===== src/rtl/tsteer_timer.sv =====
`timescale 1ns/1ps
module tsteer_timer #(
  parameter int NTHR = 16,
  parameter int CW   = 32,
  parameter int AW   = 32,
  parameter logic [AW-1:0] A_CNT  = 'h21,
  parameter logic [AW-1:0] A_CTRL = 'h22,
  parameter logic [AW-1:0] A_LIM  = 'h23,
  parameter logic [AW-1:0] A_MASK = 'hFFFFF850
) (
  input  logic            clk,
  input  logic            rst_n,
  input  logic [AW-1:0]   bus_addr,
  input  logic [CW-1:0]   bus_wdata,
  input  logic            bus_we,
  output logic [CW-1:0]   bus_rdata,
  input  logic            cpu_halted,
  output logic [NTHR-1:0] thr_irq
);
  logic [CW-1:0]   count_q, limit_q;
  logic [1:0]      ctrl_q;
  logic [NTHR-1:0] mask_q, pend_q, mask_nx;
  logic wr_cnt, wr_ctrl, wr_lim, wr_mask, tick, hit;

  assign wr_cnt  = bus_we && (bus_addr == A_CNT);
  assign wr_ctrl = bus_we && (bus_addr == A_CTRL);
  assign wr_lim  = bus_we && (bus_addr == A_LIM);
  assign wr_mask = bus_we && (bus_addr == A_MASK);

  assign tick    = ctrl_q[1] ? ~cpu_halted : 1'b1;
  assign hit     = tick && (count_q == limit_q);
  assign mask_nx = wr_mask ? bus_wdata[NTHR-1:0] : mask_q;

  always_ff @(posedge clk) begin
    if (!rst_n) begin
      count_q <= '0;
      limit_q <= '0;
      ctrl_q  <= '0;
      mask_q  <= '0;
      pend_q  <= '0;
    end else begin
      if (wr_cnt)    count_q <= bus_wdata;
      else if (hit)  count_q <= '0;
      else if (tick) count_q <= count_q + 1'b1;
      if (wr_lim)  limit_q <= bus_wdata;
      if (wr_ctrl) ctrl_q  <= bus_wdata[1:0];
      mask_q <= mask_nx;
      if (wr_ctrl) pend_q <= '0;
      else         pend_q <= (pend_q | ({NTHR{hit & ctrl_q[0]}} & mask_q)) & mask_nx;
    end
  end

  always_comb begin
    bus_rdata = '0;
    if (bus_addr == A_CNT)       bus_rdata = count_q;
    else if (bus_addr == A_CTRL) bus_rdata = CW'(ctrl_q);
    else if (bus_addr == A_LIM)  bus_rdata = limit_q;
    else if (bus_addr == A_MASK) bus_rdata = CW'(mask_q);
  end

  assign thr_irq = pend_q;
endmodule



===== config.mk =====
export PLATFORM = sky130hd
export DESIGN_NAME = tsteer_timer
export DESIGN_NICKNAME = d
export VERILOG_FILES = /design/src/rtl/tsteer_timer.sv
export SDC_FILE = /design/constraint.sdc
export NUM_CORES = 1
export LEC_CHECK = 0
export BUFFER_PORTS_ARGS = -buffer_cell sky130_fd_sc_hd__buf_2
export CORE_ASPECT_RATIO = 0.8
export CORE_MARGIN = 2
export CORE_UTILIZATION = 55
export CTS_CLUSTER_DIAMETER = 120
export CTS_CLUSTER_SIZE = 28
export DETAILED_ROUTE_END_ITERATION = 16
export PLACE_DENSITY = 0.84
export SYNTH_ARGS = -nofsm -noshare
export SYNTH_HDL_FRONTEND = slang
export SYNTH_SLANG_ARGS = --single-unit

===== constraint.sdc =====
create_clock -name clk -period 2.9 [get_ports clk]
set_input_delay 0.435 -clock clk [delete_from_list [all_inputs] [get_ports clk]]
set_output_delay 0.435 -clock clk [all_outputs]
set_load 0.03 [all_outputs]

==> impl_metrics.json <==
{
  "routed_wirelength_um": 16400,
  "grt_pass1_wl_um": 25900,
  "hp-class": "input port to register",
  "synth_top_area_share_pct": 35.0,
  "p_leak_nw": 2.64,
  "crit_fanout": 32,
  "dpl.cell_count": 907,
  "max_freq_mhz": 370,
  "die_h_um": 94.3,
  "syn_to_final_growth_pct": 15.5,
  "drc_errors": 0,
  "n_antenna_cell": 0,
  "async_flop_share_pct": 0,
  "drive_gt1_share_pct": 22.1,
  "wl_per_cell_um": 17.7,
  "crit_arrival_ns": 2.27,
  "ys.flop_type": "dfxtp_1",
  "path_class": "input port to output pin",
  "antenna_found_initial": 0,
  "grt_max_degree": 48,
  "finalClockSkew_ns": 0.0106,
  "start_util_pct": 57.4,
  "dieArea_sq_mm": 0.0110,
  "drtAntennaViolNets": 0,
  "fin_nets": 851,
  "hpwl_um": 11300,
  "cts_tree": "yes",
  "fin_crit_ns": 2.70,
  "cts_setup_buffers": 0,
  "numCtsBuffers": 9,
  "synthTopCellsByArea": "dfxtp_1, nand2_1, xor2_1, o21ai_0, a21boi_1",
  "syn_area_sq_mm": 0.00561,
  "via_count": 5693,
  "syn-num-nets": 770,
  "drv_cap": 0,
  "ys_seq_area_share_pct": 35.0,
  "yosysTopAreaCell": "dfxtp_1",
  "ys_seq_elements": 98,
  "gp_congestion": 0.921,
  "syn_area_per_cell_sq_um": 8.00,
  "fin_crit_sh_pct": 93.2,
  "fin_cells": 923,
  "overflow": 0,
  "setup_tns_ns": 0,
  "io_pins": 116,
  "synth_edf_count": 0,
  "io_buffers": 115,
  "grt_usage_pct": 29.8,
  "core_area_sq_mm": 0.00977,
  "power_density_mw_per_mm2": 432,
  "dr.first_iter.drc_count": 556,
  "h-tree-depth": 3,
  "die_w_um": 117,
  "relSlewSlack_pct": 38.6,
  "status": "complete, no violations",
  "rsz0062_at_grt": "false",
  "yosysUniqueCellTypes": 51,
  "cts.sinks": 98,
  "setup_violations": 0,
  "vias_per_cell": 6.17,
  "grt_pass1_vias": 5253,
  "cts.path.max_buffers": 2,
  "vdd_drop_max_v": 0.000360,
  "ctsRootBufferMaster": "clkbuf_16",
  "holdBufCountCts": 0,
  "crit_path_end_kind": "output pin",
  "postSynthCellCount": 701,
  "fill_cells": 850,
  "firstDrtPassIters": 6,
  "cp.required_ns": 2.47,
  "path_clk_slew_ns": 0.07,
  "row_count": 32,
  "cts_resized": 0,
  "drv_slew": 0,
  "tightest_slew_ns": 0.921,
  "ys_warn_count": 0,
  "insertion_delay_ns": 0.35,
  "worstSetupStartpointType": "input port",
  "hold_viol_final": 0
}
==> flip-flops by register name, summed over array words and instances (netlist names) <==
signal   cells
ctrl_q       2
limit_q     32
mask_q      16
count_q     32
thr_irq     16
==> per-stage QoR <==
stage          util, %  setup WS [ns]  hold slack (ns)  total power [mW]  cell area, sq um
2_1_floorplan        -          0.399            0.453              1.51              5610
3_3_place_gp      63.3          0.319            0.464              1.61              6190
3_5_place_dp      63.3          0.237            0.472              1.62              6190
4_1_cts           66.3          0.232            0.327              2.80              6480
5_1_grt           66.3         0.0351            0.336              2.88              6480
6_report          66.3          0.197            0.330              2.80              6480
==> cell usage after synthesis, types with 11 or more instances <==
cell type and instances:
a21boi_0 20, a21boi_1 24, a21oi_1 35, a222oi_1 14, a22o_1 16, a31oi_1 17, buf_2 19, clkbuf_1 31
dfxtp_1 98, inv_1 17, nand2_1 117, nand3_1 14, nand4_1 13, nor2_1 18, nor3_1 13, nor3_2 11
nor4_1 14, o21ai_0 53, o22ai_1 16, xor2_1 34
==> final timing paths <==
check / to / start / depth (start not counted) / slack, ns
worst max-delay path: bus_rdata[14] / bus_addr[24] / 9 / 0.20
worst max register to register: count_q[3] / count_q[25] / 7 / 0.37
worst min register to register: limit_q[26] / limit_q[26] / 2 / 0.48
worst min-delay path: limit_q[18] / bus_wdata[18] / 3 / 0.33
==> area by class of cell <==
class	count	area, sq um	share of cell area (%)
repair buffers	133	736	11.4
clock inverters	6	65.1	1.00
clock buffers	10	229	3.53
flip-flops and latches	98	1960	30.3
well taps	136	170	2.63
multi-input cells	523	3250	50.2
inverters	17	63.8	0.985
==> cell usage in the layout (no fill, tap or decap), types with 6 or more instances in the layout <==
master / Yosys / layout
a21oi_1: 35 / 35
o22ai_1: 16 / 16
a21boi_0: 20 / 20
a221oi_1: 6 / 6
clkbuf_16: 0 / 9
nor3_1: 13 / 13
o21ai_0: 53 / 53
nor2_1: 18 / 18
dfxtp_1: 98 / 98
xor2_1: 34 / 34
buf_4: 4 / 16
nor2b_1: 8 / 8
nor3_2: 11 / 11
a31oi_1: 17 / 17
a22o_1: 16 / 16
inv_1: 17 / 17
and2_1: 8 / 8
and3_1: 7 / 7
nand4_1: 13 / 13
nand3_1: 14 / 14
a21boi_1: 24 / 24
buf_2: 19 / 115
xnor2_1: 7 / 7
nor4_1: 14 / 14
a21boi_2: 6 / 6
or3_1: 8 / 8
a222oi_1: 14 / 14
nand2_1: 117 / 117
==> where the power goes <==
group / internal, mW / switching, mW
clock: 0.671 / 0.532
combinational: 0.0937 / 0.150
sequential: 1.35 / 0.00660
total: 2.11 / 0.688
==> cells by family after synthesis <==
logic type               after synthesis  synth area share [%]
AO/OA/AOI/OAI                        215                  25.8
AND/OR/NAND/NOR                      261                  24.7
adder cells (fa/ha/maj)                1                 0.223
multiplexers                           5                 0.892
buffers and inverters                 80                  7.03
flip-flops                            98                  35.0
XOR/XNOR                              41                  6.40
==> layer usage <==
metal / up-vias / part of all wire [%] / GRT usage (%)
met2: 277 / 47 / 48.3
met4: 0 / 2.1 / 10.7
met3: 32 / 8.2 / 5.91
met1: 2695 / 43 / 39.7
li1: 2689 / - / -
met5: - / 0 / 0
==> critical path, cell delays in order <==
cell and delay (ns):
buf_2 0.10, nor4_1 0.29, nand4_1 0.19, nor3_4 0.34, and3_1 0.25, buf_12 0.20
a222oi_1 0.13, inv_1 0.09, buf_2 0.19
Note: power is estimated with default switching activity, not from simulation.
